## src/rtl/sa_pkg.sv

```systemverilog
package sa_pkg;
  localparam int OPW  = 8;
  localparam int ACCW = 32;

  typedef logic signed [OPW-1:0]  opnd_t;
  typedef logic signed [ACCW-1:0] acc_t;

  // one cell step: narrow signed product widened into the running sum
  function automatic acc_t mac_step(acc_t ps, opnd_t w, opnd_t x);
    logic signed [2*OPW-1:0] prod;
    prod = w * x;
    return ps + acc_t'(prod);
  endfunction
endpackage

```

## src/rtl/sa_delay.sv

```systemverilog
module sa_delay #(
  parameter int WIDTH = 1,
  parameter int DEPTH = 1
) (
  input  logic             clk,
  input  logic             rst_n,
  input  logic [WIDTH-1:0] d,
  output logic [WIDTH-1:0] q
);
  logic [WIDTH-1:0] st [DEPTH];

  always_ff @(posedge clk or negedge rst_n) begin
    if (!rst_n) begin
      for (int k = 0; k < DEPTH; k++) st[k] <= '0;
    end else begin
      st[0] <= d;
      for (int k = 1; k < DEPTH; k++) st[k] <= st[k-1];
    end
  end

  assign q = st[DEPTH-1];
endmodule

```

## src/rtl/sa_wbank.sv

```systemverilog
module sa_wbank import sa_pkg::*; #(
  parameter int N = 4
) (
  input  logic  clk,
  input  logic  rst_n,
  input  logic  ld_en,
  input  opnd_t row_in [N],
  output opnd_t wt [N][N]
);
  always_ff @(posedge clk or negedge rst_n) begin
    if (!rst_n) begin
      for (int r = 0; r < N; r++)
        for (int j = 0; j < N; j++) wt[r][j] <= '0;
    end else if (ld_en) begin
      for (int j = 0; j < N; j++) wt[0][j] <= row_in[j];
      for (int r = 1; r < N; r++)
        for (int j = 0; j < N; j++) wt[r][j] <= wt[r-1][j];
    end
  end
endmodule

```

## src/rtl/sa_cell.sv

```systemverilog
module sa_cell import sa_pkg::*; (
  input  logic  clk,
  input  logic  rst_n,
  input  opnd_t w,
  input  opnd_t x,
  input  logic  v,
  input  acc_t  ps_in,
  output acc_t  ps_out
);
  always_ff @(posedge clk or negedge rst_n) begin
    if (!rst_n)  ps_out <= '0;
    else if (v)  ps_out <= mac_step(ps_in, w, x);
    else         ps_out <= '0;
  end
endmodule

```

## src/rtl/sa_matmul.sv

```systemverilog
module sa_matmul import sa_pkg::*; #(
  parameter int N  = 4,
  parameter int IW = 8
) (
  input  logic              clk,
  input  logic              rst_n,
  input  logic              ld_en,
  input  logic [N*OPW-1:0]  ld_row,
  input  logic              start,
  input  logic              in_valid,
  input  logic [N*OPW-1:0]  in_vec,
  output logic [N-1:0]      out_valid,
  output logic [N*IW-1:0]   out_idx,
  output logic [N*ACCW-1:0] out_y
);
  localparam int SKW = OPW + 1;

  opnd_t          ld_u [N];
  opnd_t          x_u  [N];
  logic [IW-1:0]  cnt_q;
  logic [IW-1:0]  acc_idx;
  logic [IW-1:0]  tag0;
  logic [SKW-1:0] sk_q [N];
  opnd_t          wt   [N][N];
  opnd_t          xin  [N][N];
  logic           vin  [N][N];
  logic [IW-1:0]  tin  [N];
  opnd_t          xp   [1:N-1][N];
  logic           vp   [1:N-1][N];
  logic [IW-1:0]  tp   [1:N-1];
  acc_t           ps   [N][N];

  // edge unpacking; an empty slot enters as zero
  for (genvar j = 0; j < N; j++) begin : g_unpack
    assign ld_u[j] = ld_row[j*OPW +: OPW];
    assign x_u[j]  = in_valid ? opnd_t'(in_vec[j*OPW +: OPW]) : '0;
  end

  // batch index counter
  always_ff @(posedge clk or negedge rst_n) begin
    if (!rst_n)        cnt_q <= '0;
    else if (start)    cnt_q <= in_valid ? IW'(1) : '0;
    else if (in_valid) cnt_q <= cnt_q + IW'(1);
  end
  assign acc_idx = start ? '0 : cnt_q;

  // diagonal skew: column j waits j cycles
  for (genvar j = 0; j < N; j++) begin : g_skew
    if (j == 0) begin : g_direct
      assign sk_q[j] = {in_valid, x_u[j]};
    end else begin : g_line
      sa_delay #(.WIDTH(SKW), .DEPTH(j)) u_dl (
        .clk(clk), .rst_n(rst_n), .d({in_valid, x_u[j]}), .q(sk_q[j])
      );
    end
  end

  // the index rides with the last column only
  sa_delay #(.WIDTH(IW), .DEPTH(N-1)) u_tag (
    .clk(clk), .rst_n(rst_n), .d(acc_idx), .q(tag0)
  );

  // stationary weights
  sa_wbank #(.N(N)) u_wbank (
    .clk(clk), .rst_n(rst_n), .ld_en(ld_en), .row_in(ld_u), .wt(wt)
  );

  // row inputs: row 0 from the skew, row r from the registers of row r-1
  always_comb begin
    for (int j = 0; j < N; j++) begin
      vin[0][j] = sk_q[j][SKW-1];
      xin[0][j] = opnd_t'(sk_q[j][OPW-1:0]);
    end
    tin[0] = tag0;
    for (int r = 1; r < N; r++) begin
      for (int j = 0; j < N; j++) begin
        xin[r][j] = xp[r][j];
        vin[r][j] = vp[r][j];
      end
      tin[r] = tp[r];
    end
  end

  // downward ripple of inputs, valid and index
  always_ff @(posedge clk or negedge rst_n) begin
    if (!rst_n) begin
      for (int r = 1; r < N; r++) begin
        for (int j = 0; j < N; j++) begin
          xp[r][j] <= '0;
          vp[r][j] <= 1'b0;
        end
        tp[r] <= '0;
      end
    end else begin
      for (int r = 1; r < N; r++) begin
        for (int j = 0; j < N; j++) begin
          xp[r][j] <= xin[r-1][j];
          vp[r][j] <= vin[r-1][j];
        end
        tp[r] <= tin[r-1];
      end
    end
  end

  // cell grid; partial sums move toward the last column
  for (genvar r = 0; r < N; r++) begin : g_row
    for (genvar j = 0; j < N; j++) begin : g_col
      acc_t ps_left;
      if (j == 0) begin : g_first
        assign ps_left = '0;
      end else begin : g_chain
        assign ps_left = ps[r][j-1];
      end
      sa_cell u_cell (
        .clk(clk), .rst_n(rst_n), .w(wt[r][j]), .x(xin[r][j]),
        .v(vin[r][j]), .ps_in(ps_left), .ps_out(ps[r][j])
      );
    end
    assign out_y[r*ACCW +: ACCW] = ps[r][N-1];
  end

  // flags aligned with the last-column sum registers
  always_ff @(posedge clk or negedge rst_n) begin
    if (!rst_n) begin
      out_valid <= '0;
      out_idx   <= '0;
    end else begin
      for (int r = 0; r < N; r++) begin
        out_valid[r]           <= vin[r][N-1];
        out_idx[r*IW +: IW]    <= tin[r];
      end
    end
  end
endmodule

```

## config.mk

```make
export PLATFORM = sky130hd
export DESIGN_NAME = sa_matmul
export DESIGN_NICKNAME = d
export VERILOG_FILES = /design/src/rtl/sa_pkg.sv /design/src/rtl/sa_delay.sv /design/src/rtl/sa_wbank.sv /design/src/rtl/sa_cell.sv /design/src/rtl/sa_matmul.sv
export SDC_FILE = /design/constraint.sdc
export NUM_CORES = 2
export LEC_CHECK = 0
export BUFFER_PORTS_ARGS = -buffer_cell sky130_fd_sc_hd__buf_2
export CORE_AREA = 2 2 406 408
export CTS_BUF_LIST = sky130_fd_sc_hd__clkbuf_2
export DETAILED_ROUTE_END_ITERATION = 8
export DIE_AREA = 0 0 408 410
export PLACE_DENSITY = 0.74
export SYNTH_ARGS = -nofsm -noshare
export SYNTH_HDL_FRONTEND = slang
export SYNTH_SLANG_ARGS = --single-unit
```

## constraint.sdc

```tcl
create_clock -name clk -period 6.6 [get_ports clk]
set_input_delay 0.33 -clock clk [delete_from_list [all_inputs] [get_ports clk]]
set_output_delay 0.33 -clock clk [all_outputs]
set_load 0.1 [all_outputs]
```

==> summary.md <==
| Metric | Value |
|---|---|
| Outcome | `finished, final reports clean` |
| Netlist Area Pre-Place | `between 80,000 and 90,000 um^2` |
| Cts bufs inserted | `208` |
| Core area | `163,000 um^2` |
| Fraction of registers with async set/reset | `1.00` |
| Grt total ovfl | `0` |
| ANT nets after route | `0` |
| Initial antenna violation count | `2` |
| Seq cells post-synth | `791` |
| Setup WS post-layout | `~270 ps` |
| Unrepaired setup endpoints after global routing | `no` |
| CP Max Fanout | `13` |
| Largest stage delay, worst path | `670 ps` |
| Startpoint types | `register` |
| Final net count | `11,200` |
| CP cell instances | `nand2_1, fa_1, inv_1, fa_1, fa_1, fa_1, ha_1, ha_1, a21o_1, or3b_2, o31a_1, and3_1, or3_1, xnor2_1, nor2_1` |
| Slowest-stage cell, CP | `fa_1` |
| Chip Width | `~410 um` |
| Leading area contributor after synthesis | `fa_1` |
| Die footprint | `around 170,000 um^2` |
| Slew @ Worst Pin | `1290 ps` |
| Hpwl dp | `148,000 um` |
| Top-area cell type share of the netlist area | `0.364` |
| Place WS | `264 ps` |
| Fmax achieved | `158 MHz` |
| Vias in the first global route | `62,400` |
| Hold Fails Final Rpt | `0` |
| Drt first-iter violations | `3,110` |
| Most used cell, CP | `fa_1` |
| Row cnt | `149` |
| Layout area overhead | `9.07%` |
| Top cells by area, synth | `fa_1 (36%), dfrtp_1 (22%), ha_1 (12%)` |
| Post-synth EDFFs | `0` |
| Yosys warns | `0` |
| Largest net degree at the start of global routing | `154` |
| IO buf count | `~230` |
| Finished Layout Cells | `11,000` |
| Final Cycle Share | `0.959` |
| RD Place Congestion | `0.884` |
| Relative slew slack | `0.142` |
| Synth Net Count | `around 11,000` |
| Setup TNS | `0 ps` |
| First-pass GRT wire length | `311,000 um` |
| Cells after DPL | `10,400` |
| Max cap viols | `0` |
| Library cells used by synthesis | `97` |
| I/O Pins | `233` |
| Final slew viol count | `0` |
| Worst EP arrival | `7920 ps` |
| Chip height | `approximately 410 um` |
| Setup Viol. Count Final | `0` |
| Initial Util | `0.545` |
| Post-synthesis sequential area ratio | `0.222` |
| Cells after synthesis | `8,140` |
| CP required | `8190 ps` |
| Clk buf depth | `3` |
| Clock Sinks | `between 700 and 800` |
| GR Util met2 | `0.377` |
| GRT Total Usage | `0.228` |
| CTS root buf | `clkbuf_2` |
| DRC errors left | `0` |
| Classification of the worst-slack hold path | `input port to register` |
| Crit. End Element | `register` |
| Total wire length | `approximately 180,000 um` |
| DR vias/cell | `5.20` |
| Primary FF master, synth | `dfrtp_1` |
| Via Count | `57,400` |
| CTS tree | `done` |
| Setup CP Type | `register to register` |
| Iteration count of the initial detailed-routing pass | `6` |
| Met1 usage | `0.314` |
| Layout cells sized above 1 | `0.0952` |
| Most frequent cells after synthesis | `fa_1 (1,620), inv_1 (1,368), ha_1 (865), dfrtp_1 (791), and2_1 (719)` |
| Top Family by Delay on Critical Path | `adder cells` |
| Drt wl/cell | `~17 um` |
| GRT busiest layer | `met2` |
| Final min period | `6330 ps` |
| Setup Skew | `161 ps` |
| CTS clock-pin slew for the worst setup and hold paths | `100 ps` |
| CTS H-tree lvls | `4` |
| Clock Latency Late Sink | `1770 ps` |
| Avg Cell Area, Syn | `about 11 um^2` |
| Cell with the most instances after synthesis | `fa_1` |
| Buf/Inv on CP | `1` |
| Met3 Use GR | `0.0334` |
==> what timing repair did <==
action / CTS / global route
resized for setup: 0 / 3
setup endpoints to repair: 0 / 2
endpoints found under the hold margin: 984 / 0
setup buffers: 0 / 6
hold buffers: 211 / 0
==> stage by stage <==
step	hold WS (ps)	instance area (um^2)	utilization
3_3_place_gp	335	93000	0.569
3_5_place_dp	336	93000	0.569
2_1_floorplan	34.4	89100	-
6_report	312	97200	0.595
4_1_cts	22.0	97100	0.594
5_1_grt	164	97200	0.595
==> logic make-up (layout without fill, tap and decap cells) <==
logic type / count (synthesis) / after routing / synth area share
buffers and inverters: 1573 / 2270 / 0.0664
AO/OA/AOI/OAI: 799 / 799 / 0.0605
XOR/XNOR: 348 / 348 / 0.0342
other: 0 / 8 / 0
AND/OR/NAND/NOR: 2009 / 2009 / 0.115
multiplexers: 135 / 135 / 0.0170
flip-flops: 791 / 791 / 0.222
adder cells (fa/ha/maj): 2485 / 2485 / 0.485
==> placed cells by master, fill, tap and decap left out, types with 17 or more instances in the layout <==
master / instances
nand2_1: 514
o21ai_0: 129
nor2_1: 396
nand3_1: 58
o21ai_1: 17
o211ai_1: 20
a21oi_1: 239
buf_2: 230
a21o_1: 124
xnor2_1: 220
dfrtp_1: 790
buf_4: 79
mux2_2: 128
nand4_1: 21
nand2b_1: 54
nor3_1: 69
ha_1: 865
clkbuf_2: 283
fa_1: 1620
o21a_1: 33
a211oi_1: 32
dlygate4sd3_1: 209
and2_1: 717
and3_1: 75
clkinv_1: 55
o21bai_1: 49
nor2b_1: 38
xor2_1: 128
inv_1: 1366
==> flip-flops by register name, summed over array words and instances, names as in the netlist <==
name	count
u_wbank.wt	128
vin	3
u_tag.q	8
cnt_q	8
g_skew.g_line.u_dl.q	24
g_row.g_col.u_cell.ps_out	448
u_tag.st	16
tin	21
out_idx	11
out_valid	4
xin	96
g_skew.g_line.u_dl.st	24
==> tightest hold or removal path, delay by kind of cell <==
family                 cells  cell delay [ps]
buffers and inverters      4             1670
AND/OR/NAND/NOR            1              110
==> routing by layer <==
layer | up-vias | wire, um | part of all wire
li1 | 26700 | - | -
met1 | 29200 | 82700 | 0.45
met2 | 1263 | 88100 | 0.48
met3 | 295 | 7830 | 0.043
met4 | 0 | 4670 | 0.025
met5 | - | 0 | 0
==> final timing paths <==
check | startpoint | end | slack [ps] | cells past startpoint
max in group asynchronous | rst_n | g_row[0].g_col[1].u_cell.ps_out[24] | 4000 | 8
worst min register to register | u_tag.st[16] | u_tag.st[8] | 340 | 0
worst min-delay path | in_vec[29] | g_skew[3].g_line.u_dl.st[23] | 310 | 5
worst max register to register | u_wbank.wt[103] | g_row[0].g_col[3].u_cell.ps_out[31] | 270 | 15
min in group asynchronous | rst_n | g_row[0].g_col[2].u_cell.ps_out[7] | 870 | 6
worst max-delay path | u_wbank.wt[103] | g_row[0].g_col[3].u_cell.ps_out[31] | 270 | 15
==> final cells by class <==
class,instances,area [um^2]
clock inverters,77,618
repair buffers,526,4000
diodes,8,20.0
flip-flops and latches,791,19800
multi-input cells,5776,63400
well taps,2189,2740
fillers,13300,66300
inverters,1384,5200
clock buffers,283,1420
Power is left out: the tool's default activity adds up to more than one toggle a clock period on the data nets, which glitch-free logic cannot reach.
